<file path="src/rtl/wsc_pkg.sv">
package wsc_pkg;
  typedef enum logic {
    ST_IDLE = 1'b0,
    ST_SCAN = 1'b1
  } scan_state_t;
endpackage

</file>
<file path="src/rtl/wsc_vclock.sv">
module wsc_vclock #(
  parameter int TW = 16
) (
  input  logic          clk,
  input  logic          rst,
  input  logic          tick,
  output logic [TW-1:0] vnow
);
  always_ff @(posedge clk) begin
    if (rst) vnow <= '0;
    else if (tick) vnow <= vnow + 1'b1;
  end

  assert_hold_R2: assert property (@(posedge clk) disable iff (rst)
    !tick |=> $stable(vnow));
  assert_step_R2: assert property (@(posedge clk) disable iff (rst)
    tick |=> vnow == $past(vnow) + 1'b1);
endmodule

</file>
<file path="src/rtl/wsc_frame_table.sv">
module wsc_frame_table #(
  parameter int N  = 8,
  parameter int TW = 16,
  parameter int IW = $clog2(N)
) (
  input  logic          clk,
  input  logic          rst,
  input  logic [TW-1:0] vnow,
  input  logic          ref_valid,
  input  logic [IW-1:0] ref_idx,
  input  logic          touch_en,
  input  logic [IW-1:0] touch_idx,
  input  logic          inst_en,
  input  logic [IW-1:0] inst_idx,
  output logic [N-1:0]  rbits,
  output logic [TW-1:0] stamps [N]
);
  for (genvar g = 0; g < N; g++) begin : g_frame
    logic hit_ref, hit_touch, hit_inst;
    assign hit_ref   = ref_valid && (ref_idx == IW'(g));
    assign hit_touch = touch_en && (touch_idx == IW'(g));
    assign hit_inst  = inst_en && (inst_idx == IW'(g));

    always_ff @(posedge clk) begin
      if (rst) begin
        rbits[g]  <= 1'b0;
        stamps[g] <= '0;
      end else begin
        if (hit_touch || hit_inst) stamps[g] <= vnow;
        // a fresh reference or an install wins over a sweep clear
        if (hit_ref || hit_inst) rbits[g] <= 1'b1;
        else if (hit_touch)      rbits[g] <= 1'b0;
      end
    end
  end

  assert_ref_sets_R3: assert property (@(posedge clk) disable iff (rst)
    ref_valid |=> rbits[$past(ref_idx)]);
  assert_install_R9: assert property (@(posedge clk) disable iff (rst)
    inst_en |=> rbits[$past(inst_idx)] && (stamps[$past(inst_idx)] == $past(vnow)));
  assert_touch_stamp_R5: assert property (@(posedge clk) disable iff (rst)
    touch_en |=> stamps[$past(touch_idx)] == $past(vnow));
endmodule

</file>
<file path="src/rtl/wsc_scan_ctrl.sv">
module wsc_scan_ctrl
  import wsc_pkg::*;
#(
  parameter int N  = 8,
  parameter int TW = 16,
  parameter int IW = $clog2(N)
) (
  input  logic          clk,
  input  logic          rst,
  input  logic          evict_req,
  input  logic [TW-1:0] thresh,
  input  logic [TW-1:0] vnow,
  input  logic [N-1:0]  rbits,
  input  logic [TW-1:0] stamps [N],
  output logic          touch_en,
  output logic [IW-1:0] touch_idx,
  output logic          inst_en,
  output logic [IW-1:0] inst_idx,
  output logic          busy,
  output logic          victim_valid,
  output logic [IW-1:0] victim_idx
);
  localparam logic [IW-1:0] LAST = IW'(N - 1);

  scan_state_t   state;
  logic [IW-1:0] hand, start, cand, cnt;
  logic [TW-1:0] cand_age, cur_age;
  logic          have, scanning, cur_ref, hit, better, fall;
  logic [IW-1:0] fall_idx;

  function automatic logic [IW-1:0] nxt(input logic [IW-1:0] i);
    return (i == LAST) ? '0 : i + 1'b1;
  endfunction

  assign scanning = (state == ST_SCAN);
  assign cur_ref  = rbits[hand];
  assign cur_age  = vnow - stamps[hand];
  assign hit      = scanning && !cur_ref && (cur_age > thresh);
  assign better   = !cur_ref && (!have || (cur_age > cand_age));
  assign fall     = scanning && !hit && (cnt == LAST);
  assign fall_idx = better ? hand : (have ? cand : start);

  assign touch_en  = scanning && cur_ref;
  assign touch_idx = hand;
  assign inst_en   = hit || fall;
  assign inst_idx  = hit ? hand : fall_idx;
  assign busy      = scanning;

  always_ff @(posedge clk) begin
    if (rst) begin
      state        <= ST_IDLE;
      hand         <= '0;
      start        <= '0;
      cand         <= '0;
      cand_age     <= '0;
      cnt          <= '0;
      have         <= 1'b0;
      victim_valid <= 1'b0;
      victim_idx   <= '0;
    end else begin
      victim_valid <= 1'b0;
      if (!scanning) begin
        if (evict_req) begin
          state <= ST_SCAN;
          start <= hand;
          cnt   <= '0;
          have  <= 1'b0;
        end
      end else if (inst_en) begin
        state        <= ST_IDLE;
        victim_valid <= 1'b1;
        victim_idx   <= inst_idx;
        hand         <= nxt(inst_idx);
      end else begin
        if (better) begin
          have     <= 1'b1;
          cand     <= hand;
          cand_age <= cur_age;
        end
        hand <= nxt(hand);
        cnt  <= cnt + 1'b1;
      end
    end
  end

  assert_pulse_R8: assert property (@(posedge clk) disable iff (rst)
    victim_valid |=> !victim_valid);
  assert_idx_range_R8: assert property (@(posedge clk) disable iff (rst)
    victim_valid |-> victim_idx <= LAST);
  assert_bounded_R7: assert property (@(posedge clk) disable iff (rst)
    (scanning && cnt == LAST) |=> !busy && victim_valid);
  assert_busy_low_R10: assert property (@(posedge clk) disable iff (rst)
    victim_valid |-> !busy);
  assert_start_R4: assert property (@(posedge clk) disable iff (rst)
    (!scanning && evict_req) |=> busy && hand == $past(hand));
endmodule

</file>
<file path="src/rtl/wsclock_scanner.sv">
module wsclock_scanner #(
  parameter  int NFRAMES = 8,
  parameter  int TW      = 16,
  localparam int IW      = $clog2(NFRAMES)
) (
  input  logic          clk,
  input  logic          rst,
  input  logic          tick,
  input  logic          ref_valid,
  input  logic [IW-1:0] ref_idx,
  input  logic [TW-1:0] thresh,
  input  logic          evict_req,
  output logic          busy,
  output logic          victim_valid,
  output logic [IW-1:0] victim_idx
);
  logic [TW-1:0]      vnow;
  logic [NFRAMES-1:0] rbits;
  logic [TW-1:0]      stamps [NFRAMES];
  logic               touch_en, inst_en;
  logic [IW-1:0]      touch_idx, inst_idx;

  wsc_vclock #(.TW(TW)) u_clock (
    .clk(clk), .rst(rst), .tick(tick), .vnow(vnow)
  );

  wsc_frame_table #(.N(NFRAMES), .TW(TW), .IW(IW)) u_table (
    .clk(clk), .rst(rst), .vnow(vnow),
    .ref_valid(ref_valid), .ref_idx(ref_idx),
    .touch_en(touch_en), .touch_idx(touch_idx),
    .inst_en(inst_en), .inst_idx(inst_idx),
    .rbits(rbits), .stamps(stamps)
  );

  wsc_scan_ctrl #(.N(NFRAMES), .TW(TW), .IW(IW)) u_ctrl (
    .clk(clk), .rst(rst), .evict_req(evict_req), .thresh(thresh),
    .vnow(vnow), .rbits(rbits), .stamps(stamps),
    .touch_en(touch_en), .touch_idx(touch_idx),
    .inst_en(inst_en), .inst_idx(inst_idx),
    .busy(busy), .victim_valid(victim_valid), .victim_idx(victim_idx)
  );

  assert_victim_loaded_R9: assert property (@(posedge clk) disable iff (rst)
    victim_valid |-> rbits[victim_idx]);
endmodule

</file>
<file path="config.mk">
export PLATFORM = sky130hd
export DESIGN_NAME = wsclock_scanner
export DESIGN_NICKNAME = d
export VERILOG_FILES = /design/src/rtl/wsc_pkg.sv /design/src/rtl/wsc_vclock.sv /design/src/rtl/wsc_frame_table.sv /design/src/rtl/wsc_scan_ctrl.sv /design/src/rtl/wsclock_scanner.sv
export SDC_FILE = /design/constraint.sdc
export NUM_CORES = 1
export LEC_CHECK = 0
export BUFFER_PORTS_ARGS = -buffer_cell sky130_fd_sc_hd__buf_2
export CORE_MARGIN = 2
export CORE_UTILIZATION = 60
export DETAILED_ROUTE_END_ITERATION = 8
export GPL_ROUTABILITY_DRIVEN = 0
export GPL_TIMING_DRIVEN = 0
export PLACE_DENSITY = 0.86
export SYNTH_ARGS = -nofsm -noshare
export SYNTH_HDL_FRONTEND = slang
export SYNTH_SLANG_ARGS = --single-unit
</file>
<file path="constraint.sdc">
create_clock -name clk -period 8.8 [get_ports clk]
set_input_delay 1.32 -clock clk [delete_from_list [all_inputs] [get_ports clk]]
set_output_delay 1.32 -clock clk [all_outputs]
set_load 0.005 [all_outputs]
</file>
## Word level (Yosys, flattened, before mapping)

Index checks and enable logic that the tools add are counted.

| word-level totals | value |
|---|---|
| input port bits | 24 |
| flip-flop bits (word level) | 186 |

| cells by class | value |
|---|---|
| magnitude comparators | 4 |
| $add $sub $neg | 5 |
| mux-type cells | 38 |
| bitwise operators | 3 |
| reduce and logical (&&, ||, !) cells | 69 |
| eq/ne operators | 24 |

Operators with widths:

| kind | count |
|---|---|
| $bmux 16 s3 | 1 |
| $eq 3x3->1 const B | 13 |
| $gt 16x16->1 | 2 |
| $mux 16 | 2 |
| $logic_and 1x1->1 | 30 |
| $mux 3 | 9 |
| $mux 1 | 25 |
| $eq 3x2->1 const B | 6 |
| $logic_or 1x1->1 | 18 |
| $reduce_bool 2->1 | 9 |
| $add 16x1->16 const B | 1 |
| $sub 16x16->16 | 1 |
| $add 3x1->3 const B | 3 |
| $eq 3x1->1 const B | 3 |
| $logic_not 3->1 | 3 |
| $reduce_and 2->1 | 3 |
| $reduce_and 3->1 | 2 |
| $ge 4x4->1 const B | 1 |
| $lt 3x4->1 const B | 1 |
| $ne 2x2->1 const B | 2 |
| $not 3->4 | 1 |
| $bmux 1 s3 | 1 |
| $logic_not 1->1 | 3 |
| $not 1->1 | 2 |
| $reduce_or 2->1 | 1 |

## Depth between registers and ports, before layout

Gate-level depths: netlist (run 1).

| depth | value |
|---|---|
| depth in word-level cells | 14 |
| depth in mapped cells | 30 |
| gate-level depth less buffers | 25 |

## Hierarchy

Synthesis (run 1) repeated with hierarchy kept, for this count alone.

| second synthesis, totals | value |
|---|---|
| cells, all modules | 1033 |
| area total of the unflattened synthesis | 10223.6 sq um |

By module, submodules not included:

| module | instances | sequential area each (sq um) | cells each | area each (sq um) |
|---|---|---|---|---|
| wsc_frame_table | 1 | 2722.6 | 502 | 5335.1 |
| wsc_scan_ctrl | 1 | 680.7 | 448 | 4131.5 |
| wsc_vclock | 1 | 320.3 | 83 | 757.0 |

## Worst setup path after synthesis (run 1)

Ideal clock, no wire load.

| timing | value |
|---|---|
| path type | register to register |
| start point | reg u_ctrl.hand[2] (netlist: u_ctrl.touch_idx[2]) |
| end point | reg u_table.stamps[12] in the netlist's numbering |
| setup slack | 1.888 ns |
| required time | 8.730 ns |
| setup time | 0.070 ns |
| stages on the path, launching flop included | 30 |
| data arrival time | 6.841 ns |
| period minus slack after synthesis | 6.912 ns |
| cells stage by stage | dfxtp_1 clkbuf_1 inv_1 clkbuf_1 clkbuf_1 nand2_1 nand2_1 ha_1 inv_1 fa_1 a211o_1 a211oi_1 o211ai_1 and3_1 or4_1 and2_1 ha_1 nand3_1 or4_1 o31a_1 o31a_2 o21ai_0 o21ai_0 inv_1 ha_1 ha_1 a21boi_0 clkbuf_1 o21ai_0 a21oi_1 |

| between the ends | value |
|---|---|
| word-level cells in the longest chain between the ends | 13 |
| elaborated cells on any way between the ends | 26 |
| classes of those cells | add/sub: 1; order compare: 2; eq/ne: 2; mux: 7; bitwise: 1; reduce/logical: 13 |

Ends and longest elaborated chain:

| what | line | RTL |
|---|---|---|
| start: declaration | wsc_scan_ctrl.sv:26 | `logic [IW-1:0] hand, start, cand, cnt;` |
| start signal: assignment | wsc_scan_ctrl.sv:73 | `hand <= nxt(inst_idx);` |
| start signal: assignment | wsc_scan_ctrl.sv:80 | `hand <= nxt(hand);` |
| $not 3->4 (not written as such) (*) | wsc_scan_ctrl.sv:37 | `assign cur_age = vnow - stamps[hand];` |
| $bmux 16 s3 (*) | wsc_scan_ctrl.sv:37 |  |
| $mux 16 (not written as such) (*) (2 in series) | wsc_scan_ctrl.sv:37 |  |
| $sub 16x16->16 (*) | wsc_scan_ctrl.sv:37 |  |
| via u_ctrl.cur_age[14] | wsc_scan_ctrl.sv:27 | `logic [TW-1:0] cand_age, cur_age;` |
| $gt 16x16->1 | wsc_scan_ctrl.sv:39 | `assign better = !cur_ref && (!have \|\| (cur_age > cand_age));` |
| $logic_or 1x1->1 | wsc_scan_ctrl.sv:39 |  |
| $logic_and 1x1->1 | wsc_scan_ctrl.sv:39 |  |
| $mux 3 | wsc_scan_ctrl.sv:41 | `assign fall_idx = better ? hand : (have ? cand : start);` |
| $mux 3 (*) | wsc_scan_ctrl.sv:46 | `assign inst_idx = hit ? hand : fall_idx;` |
| via inst_idx[1] | wsclock_scanner.sv:21 | `logic [IW-1:0] touch_idx, inst_idx;` |
| $eq 3x3->1 (*) | wsc_frame_table.sv:22 | `assign hit_inst = inst_en && (inst_idx == IW'(g));` |
| $logic_and 1x1->1 (*) | wsc_frame_table.sv:22 |  |
| $logic_or 1x1->1 (*) | wsc_frame_table.sv:29 | `if (hit_touch \|\| hit_inst) stamps[g] <= vnow;` |
| end signal: indexed assignment | wsc_frame_table.sv:29 |  |
| end: declaration | wsc_frame_table.sv:16 | `output logic [TW-1:0] stamps [N]` |

Mark *: on every way through the listed nets, which the timed path passes. The rest lies on a longest branch. The select of a mux whose other input is x is not followed.
A chain may end at the register's enable or synchronous reset.

## Worst setup path in the final report (run 1)

| timing | value |
|---|---|
| start point | reg u_ctrl.hand[0] (netlist: u_ctrl.touch_idx[0]) |
| end point | reg u_table.stamps[75] in the netlist's numbering |

| between the ends | value |
|---|---|
| word-level cells in the longest chain between the ends | 13 |
| elaborated cells on any way between the ends | 26 |
| classes of those cells | add/sub: 1; order compare: 2; eq/ne: 2; mux: 7; bitwise: 1; reduce/logical: 13 |

Ends and longest elaborated chain:

| what | line |
|---|---|
| $not 3->4 (not written as such) (*) | wsc_scan_ctrl.sv:37 |
| $bmux 16 s3 (*) | wsc_scan_ctrl.sv:37 |
| $mux 16 (not written as such) (*) (2 in series) | wsc_scan_ctrl.sv:37 |
| $sub 16x16->16 (*) | wsc_scan_ctrl.sv:37 |
| via u_ctrl.cur_age[14] | wsc_scan_ctrl.sv:27 |
| $gt 16x16->1 | wsc_scan_ctrl.sv:39 |
| $logic_or 1x1->1 | wsc_scan_ctrl.sv:39 |
| $logic_and 1x1->1 | wsc_scan_ctrl.sv:39 |
| $mux 3 | wsc_scan_ctrl.sv:41 |
| $mux 3 (*) | wsc_scan_ctrl.sv:46 |
| via inst_idx[1] | wsclock_scanner.sv:21 |
| $eq 3x2->1 (*) | wsc_frame_table.sv:22 |
| $logic_and 1x1->1 (*) | wsc_frame_table.sv:22 |
| $logic_or 1x1->1 (*) | wsc_frame_table.sv:29 |

Marks and branches as above.

==> run summary, run 1 <==
The flow ran to the end, and the final reports show no timing, DRC or antenna violations. In this run, post-CTS hold repair placed 0 buffers. After synthesis, the largest area contributor takes up 36.7% of total cell area. VDD sags by at most 0.146 mV. For the count of pins on the block boundary, the log shows 29. Counting flops with a built-in enable in the synthesized netlist gives 0. The first TritonRoute pass finished after 6 iterations. For the max-slew violation total from the final report, the log shows 0. The post-route fraction of the period consumed by the critical path works out to 94.2%. At the pin with the least slew margin, the transition time is 0.882 ns.

The launch point of the worst hold path is u_ctrl.cand[1]$_SDFFE_PP0P_. Sorting the synthesized cells by area gives the leading types as sky130_fd_sc_hd__dfxtp_1, sky130_fd_sc_hd__mux2i_1, sky130_fd_sc_hd__ha_1, sky130_fd_sc_hd__mux4_2, sky130_fd_sc_hd__nand2_1. The count of clock tree sinks came out at 186.

The first-pass GRT wire length is 42700 um, and the number of max-cap violations is 0. The worst setup path is launched from a register. The routed via count divided by cell count was 6.24. In the final routed layout, each cell accounts on average for 19.6 um. The logs give 0 for the final number of setup-violating endpoints and 66 for the count of cell types in the netlist.

The final route contains 8468 vias. Dividing the synthesized area by the synthesized cell count gives 9.39 um^2. Summed over all instances, the cell type with the most area after synthesis is sky130_fd_sc_hd__dfxtp_1.

The synthesis warning total came out at 0. Detailed routing placed a total of 12500 um of wire on met2. Maximum level of the CTS H-tree: 4.

Measured along the y axis, the die boundary spans 134 um. After clock tree synthesis, the clock-pin slew on the worst setup and hold paths is 0.07 ns. After detailed routing, the number of remaining DRC violations is 0. For the hold violation total from the final report, the log shows 0. The worst setup path is captured at a register.

The global-route usage over all layers is 30.7%. The launching element of the worst setup path was u_ctrl.touch_idx[0]$_SDFFE_PP0P_. Dividing total power by cell area gives a power density of 167 nW/um^2. The aggregate routed wire length came out at 26600 um. After the flow finishes, the layout carries non-filler instances totaling 1357. In this run, placement finished with an instance count of 1327.

The width of the die works out to 134 um. The tools report the arrival time of data at the critical path endpoint as 8.65 ns. By count the netlist is led by sky130_fd_sc_hd__dfxtp_1, sky130_fd_sc_hd__nand2_1, sky130_fd_sc_hd__mux2i_1. Fraction of layout cells with a size suffix above 1: 11.3%.

The routed design could run at a clock period as short as 8.29 ns. The proportion of register bits with asynchronous set or reset after synthesis was 0%. For the share of synthesized area occupied by flip-flops and latches, the log shows 36.7%.

Entering global routing, the biggest net connects 17 pins. Initial core utilization: 61.3%. By startpoint and endpoint, the worst setup path is classified as register to register. In the detailed route, the total length drawn on met3 is 2240 um. Setup total negative slack on the finished layout was measured at 0 ns. The flip-flop and latch count after synthesis works out to 186. The detailed router put a total of 10900 um of wire on met1.

The detailed router used layers up to and including met4. TritonCTS built the clock tree. For this run, the leading register cell type out of synthesis is sky130_fd_sc_hd__dfxtp_1. The most repeated cell in the gate-level netlist after synthesis is sky130_fd_sc_hd__dfxtp_1.

The via count of the first global-routing pass is 8303, and the number of antenna violations at the first check in global routing is 0. Counting along the longest clock path gives a buffer depth of 2. The tree is rooted in a sky130_fd_sc_hd__clkbuf_16. The core region is 16500 um^2. For this run the aggregate overflow at the end of global routing stands at 0.

Synthesis produced a netlist with a net count of 1168. From synthesis to final layout, the design area changed by 9.65%. Netlist area before placement: 10100 um^2.

In this run the tightest slew margin relative to its limit is 41.0%. For the full die area, the log shows 17900 um^2. After legalization and detailed placement, the total HPWL measured 19700 um.

The biggest fanout along the worst timing path is 10, and the antenna diode count is 0. The source of the worst register-to-register timing path is u_ctrl.touch_idx[0]$_SDFFE_PP0P_. Setup repair after global routing left no endpoint under its margin. For the worst-skew pair, the clock arrives at the later sink with an insertion delay of 0.44 ns.

In this run, the number of DRC markers left after iteration 0 of detailed routing was 882. The logs give 0.456 ns for the minimum hold slack and 0.0142 ns for the final clock skew. The run gives 0 as the antenna violation net count after detailed routing. After the last flow step, the layout net total stands at 1213. Buffers placed on the I/O ports in this run total 27.

The classification of the worst-slack hold path is register to register. The number of cell rows came out at 47. The cell count after synthesis came out at 1080.

The timing-limited maximum frequency was 121 MHz. Summed over all cells, the static leakage comes to 4.83 nW. The critical path required time was 9.15 ns; the number of buffers inserted during clock tree synthesis was 17.
## cells in the final DEF, fill, tap and decap left out, drive strengths merged, types with 3 or more instances in the layout
master  count
nor2b      11
ha         63
nand2     167
nand4       9
nor2       39
or3         5
a21boi      6
nand2b      5
and3       19
a311oi      3
inv        48
a31oi       4
mux4       34
clkbuf     68
and4        4
o21a        5
clkinv      5
buf        39
a211oi     10
o211ai      4
and2       10
xnor2      10
a21o       10
o21ai      48
or4         3
o31a        3
nand3      53
dfxtp     186
a221oi      4
mux2i     115
xor2       14
a22oi       6
o31ai       4
a21oi      85
nor3        8
a32oi       5
## worst paths after layout
kind                            slack [ns]                              end  depth (start not counted)
worst max-delay path                  0.51  u_table.stamps[75]$_SDFFE_PP0P_                         25
worst min-delay path                  0.46      u_ctrl.cand[1]$_SDFFE_PP0P_                          2
worst max register to register        0.51  u_table.stamps[75]$_SDFFE_PP0P_                         25
worst min register to register        0.46      u_ctrl.cand[1]$_SDFFE_PP0P_                          2
## worst max-delay path, stage by stage (launching register included)
cell and delay [ns]:
sky130_fd_sc_hd__dfxtp_1 0.38, sky130_fd_sc_hd__buf_2 0.32, sky130_fd_sc_hd__clkbuf_2 0.44, sky130_fd_sc_hd__mux4_2 0.59
sky130_fd_sc_hd__mux2i_1 0.32, sky130_fd_sc_hd__ha_1 0.36, sky130_fd_sc_hd__a211o_1 0.36, sky130_fd_sc_hd__a211oi_1 0.40
sky130_fd_sc_hd__o211ai_1 0.20, sky130_fd_sc_hd__and3_1 0.19, sky130_fd_sc_hd__or4_1 0.49, sky130_fd_sc_hd__and2_1 0.21
sky130_fd_sc_hd__ha_1 0.29, sky130_fd_sc_hd__and3_1 0.18, sky130_fd_sc_hd__nand4_1 0.17, sky130_fd_sc_hd__o21ai_0 0.26
sky130_fd_sc_hd__o31ai_4 0.54, sky130_fd_sc_hd__nand2_1 0.13, sky130_fd_sc_hd__o21ai_0 0.43, sky130_fd_sc_hd__inv_1 0.13
sky130_fd_sc_hd__ha_1 0.25, sky130_fd_sc_hd__ha_1 0.20, sky130_fd_sc_hd__o21ai_1 0.46, sky130_fd_sc_hd__clkbuf_1 0.54
sky130_fd_sc_hd__nand3_1 0.18, sky130_fd_sc_hd__a21oi_1 0.19
## cell type report
| type | count | area, um^2 |
|---|---|---|
| Inverter | 44 | 165 |
| Buffer | 61 | 293 |
| Multi-Input combinational cell | 788 | 5950 |
| Clock inverter | 12 | 115 |
| Timing Repair Buffer | 27 | 135 |
| Fill cell | 1252 | 5410 |
| Sequential cell | 186 | 3720 |
| Tap cell | 220 | 275 |
| Clock buffer | 19 | 453 |
## registers in the layout, indices dropped and copies added (netlist names)
| register | flops |
|---|---|
| u_ctrl.start | 3 |
| u_table.stamps | 128 |
| u_ctrl.cand_age | 16 |
| u_ctrl.victim_idx | 3 |
| u_ctrl.cnt | 3 |
| u_ctrl.have | 1 |
| u_ctrl.victim_valid | 1 |
| u_table.rbits | 8 |
| u_clock.vnow | 16 |
| u_ctrl.touch_idx | 3 |
| u_ctrl.busy | 1 |
| u_ctrl.cand | 3 |
## power by group
group | total [W] | internal [W] | switching, W
clock network | 0.000755 | 0.000407 | 0.000348
logic | 0.000243 | 0.0000879 | 0.000155
registers | 0.000859 | 0.000851 | 0.00000762
total | 0.00186 | 0.00135 | 0.000511
## layer usage
layer / track usage (%) / vias to the layer above
met2: 49.3 / 425
met4: 16.0 / 0
met3: 6.16 / 83
li1: - / 3957
met5: 0 / -
met1: 39.3 / 4003
## what timing repair did
item | CTS | global route
resized for setup | 0 | 8
endpoints found under the hold margin | 0 | 0
setup endpoints to repair | 0 | 67
setup buffers | 0 | 0
## stage by stage
step	power, W	setup slack, ns	instance area [um^2]	util, %
floorplan	0.00105	1.89	10100	-
detailed placement	0.00112	0.256	10500	63.8
global placement	0.00111	0.349	10500	63.8
CTS	0.00185	0.166	11100	67.3
global route	0.00192	0.0759	11100	67.3
finish	0.00186	0.506	11100	67.3
## cells by family (layout without fill, tap and decap cells)
kind of cell / count (synthesis) / in the layout / synth area share, %
AO/OA/AOI/OAI: 209 / 209 / 13.9
XOR/XNOR: 24 / 24 / 2.07
adder cells (fa/ha/maj): 64 / 64 / 7.97
buffers and inverters: 106 / 163 / 4.52
flip-flops: 186 / 186 / 36.7
multiplexers: 151 / 151 / 19.3
AND/OR/NAND/NOR: 340 / 340 / 15.5
No activity file was read; power rests on OpenSTA's default activity.
==> run 2, diff against run 1 <==
CORE_ASPECT_RATIO = 1.2   (was not set)
SKIP_CTS_REPAIR_TIMING = 1   (was not set)
==> run 2 against run 1 <==
  * Total power up 1.4%
  * Largest cell class unchanged
  * Critical endpoint unchanged
  * Register-to-register slack worse by 0.08 ns
  * Clock power up 3.0%
  * Critical path type unchanged
  * Sequential share of layout area about the same
  * Wire length up 1.8%
  * Highest routed layer unchanged
  * Setup slack worse by 0.081 ns
==> run summary, run 2 (synthesis gave the netlist of run 1 again) <==
The net switching component of the power is 0.000516 W (+1.1%), and the final number of setup-violating endpoints is 0 (unchanged). The maximum level of the CTS H-tree is 4 (unchanged). The area growth from synthesis to layout is 9.79%. Biggest fanout along the worst timing path: 10 (unchanged). The worst setup path is captured at a register. Clock transition at the register clock pins on the worst setup and hold paths after CTS: 0.07 ns (about the same). The tightest min-delay check is of the register to register type. The largest net degree at the start of global routing is 17 (unchanged), and the cell internal power dissipation is 0.00137 W (+1.6%). Overall power after layout: 0.00188 W (+1.4%). The tools report the timing-limited maximum frequency as 119 MHz (-0.96%). The post-route fraction of the period consumed by the critical path is 95.2% (+0.92 points), and the combinational group share of total power is 13.1% (about the same). Antenna diode count: 0 (unchanged).

The initial core utilization was 60.6% (-0.72 points); the total of buffers placed on input and output ports was 27 (unchanged). For the final worst setup slack, the log shows 0.426 ns (-0.0805 ns). The run finished with clean final reports. The number of nets in the final layout is 1213 (unchanged).

The core footprint is 16700 um^2 (+1.2%), and the full die area is 18000 um^2 (about the same). The worst-margin pin slew is 0.878 ns (-0.00383 ns). In the final layout, the registers with the most flip-flops are u_table.stamps x128, u_clock.vnow x16, u_ctrl.cand_age x16.

Category of the critical setup timing path: register to register. The final-layout fill cell count was 1207 (-3.6%). The number of buffers between clock root and the deepest sink is 2 (unchanged). Register share of total power: 45.6% (-0.6 points). The number of cells traversed by the worst hold path came out at 2 (unchanged). The flip-flop count of the largest register after layout was 128 (unchanged). The cell sitting at the root of the clock tree is a sky130_fd_sc_hd__clkbuf_16.

Ranked by flip-flop count, first place goes to u_table.stamps. The tools report the global-route usage over all layers as 30.9% (+0.27 points). The width of the die works out to 123 um (-8.5%). In the layout the commonest cells are sky130_fd_sc_hd__dfxtp_1, sky130_fd_sc_hd__nand2_1, sky130_fd_sc_hd__mux2i_1.

The worst supply voltage drop on vdd is 0.145 mV (-1.0%), and the number of max-cap violations is 0 (unchanged). For the detailed placer's ending HPWL, the log shows 19700 um (+0.19%). The worst slew margin relative to its limit was 41.3% (+0.26 points); the count of pins on the block boundary was 29 (unchanged). The antenna violation net count after detailed routing was 0 (unchanged). The run gives 0.44 ns (about the same) as the clock network latency to the later pin of the worst-skew pair. Number of antenna violations at the first check in global routing: 0 (unchanged). The routed via count divided by cell count came out at 6.36 (+1.9%). Among the stages of the critical path, the cell type that occurs most often is sky130_fd_sc_hd__ha_1. The critical path required time is 9.16 ns (about the same), and the post-detailed-route wirelength per cell is 20.0 um (+2.0%).

The switching share of power is 27.4% (-0.10 points). The power density of the placed cells works out to 169 nW/um^2 (+1.3%). Setup repair after global routing left no endpoint under its margin.

The worst reg2reg path depth came out at 25 (unchanged). The die height came out at 146 um (+9.3%). For the first-iteration detailed-routing DRC count, the log shows 884 (+0.23%). The count of clock tree sinks was 186 (unchanged); the reported leakage power was 4.83 nW (about the same). Count of vias placed by the detailed router: 8613 (+1.7%).

The final routed DRC violation total was 0 (unchanged). The kind of start point of the critical path is a register. TritonCTS built the clock tree.

The time the worst path needs with I/O delays and setup works out to 8.37 ns (+0.0805 ns). The logs give 66.6% (-0.71 points) for the final core area utilization and 6 (unchanged) for the first-pass iteration count of the detailed router. The tools report the setup slack after placement as 0.158 ns (-0.0977 ns). The tools report the clock group share of total power as 41.3% (+0.6 points).

Aggregate routed wire length: 27100 um (+1.8%). Minimum hold slack: 0.451 ns (-0.00472 ns). The maximum single-stage delay on the critical path was 0.60 ns (about the same); the total congestion overflow after global routing was 0 (unchanged). The number of buffers inserted during clock tree synthesis was 17 (unchanged).

Leaving out fill and tap cells, the most frequent cell in the layout is sky130_fd_sc_hd__dfxtp_1. For the number of cell rows, the log shows 52 (+11%). The tools report the first-pass GRT wire length as 43300 um (+1.3%). For the via count of the first global-routing pass, the log shows 8425 (+1.5%). The final clock skew is 0.0124 ns (-0.00178 ns), and the hold violation total from the final report is 0 (unchanged). The cell type of the slowest stage on the worst timing path was sky130_fd_sc_hd__a21boi_1. For the max-slew violation total from the final report, the log shows 0 (unchanged). The run gives 8.74 ns (+0.09 ns) as the arrival time of data at the critical path endpoint. The fraction of layout cells with a size suffix above 1 works out to 11.2% (about the same).
[run 2: cell types whose count changed in the layout (fill, tap and decap cells not counted), sizes merged]
cell / change
inv: -2
bufinv: +1
clkinv: +1
clkinvlp: +1
[run 2: metal layers]
metal / up-vias / track usage (%) / part of all wire [%]
met1: 4118 / 37.5 / 39
met4: 0 / 13.9 / 4.3
met5: - / 0 / 0
met2: 443 / 53.3 / 50
met3: 94 / 5.12 / 6.8
li1: 3958 / - / -
[run 2: per-stage QoR]
step	TNS (ns)	area [um^2]	cells
after detailed placement	0	10500	1323
after CTS	-0.0124	11100	1355
final	0	11100	1354
after floorplan	0	10100	1080
after global routing	0	11100	1354
after global placement	0	10500	1323
[run 2: layout make-up]
cell class	instances	area (um^2)	share of cell area, %
well taps	216	270	2.43
inverters	44	165	1.48
flip-flops and latches	186	3720	33.5
repair buffers	27	135	1.21
plain buffers	61	293	2.63
clock inverters	13	144	1.29
clock buffers	19	443	3.98
multi-input cells	788	5950	53.5
[run 2: worst paths after layout]
check                                                        from                           endpoint  slack, ns
worst max-delay path             u_ctrl.touch_idx[0]$_SDFFE_PP0P_    u_table.stamps[75]$_SDFFE_PP0P_       0.43
worst min-delay path            u_ctrl.victim_idx[0]$_SDFFE_PP0P_  u_ctrl.victim_idx[0]$_SDFFE_PP0P_       0.45
worst max register to register   u_ctrl.touch_idx[0]$_SDFFE_PP0P_    u_table.stamps[75]$_SDFFE_PP0P_       0.43
worst min register to register  u_ctrl.victim_idx[0]$_SDFFE_PP0P_  u_ctrl.victim_idx[0]$_SDFFE_PP0P_       0.45
[run 2: power groups by stage]
stage,Sequential (W),Combinational (W),Clock (W)
after detailed placement,0.000878,0.000242,0
after global placement,0.000878,0.000235,0
after global routing,0.000860,0.000270,0.000805
after floorplan,0.000876,0.000178,0
final,0.000859,0.000247,0.000778
after CTS,0.000859,0.000245,0.000772
[run 2: worst max-delay path, delay by kind of cell (launching register included)]
kind,cells,cell delay (ns)
AO/OA/AOI/OAI,8,2.57
multiplexers,2,0.89
buffers and inverters,4,1.25
adder cells (fa/ha/maj),4,1.01
AND/OR/NAND/NOR,7,2.19
flip-flops,1,0.37
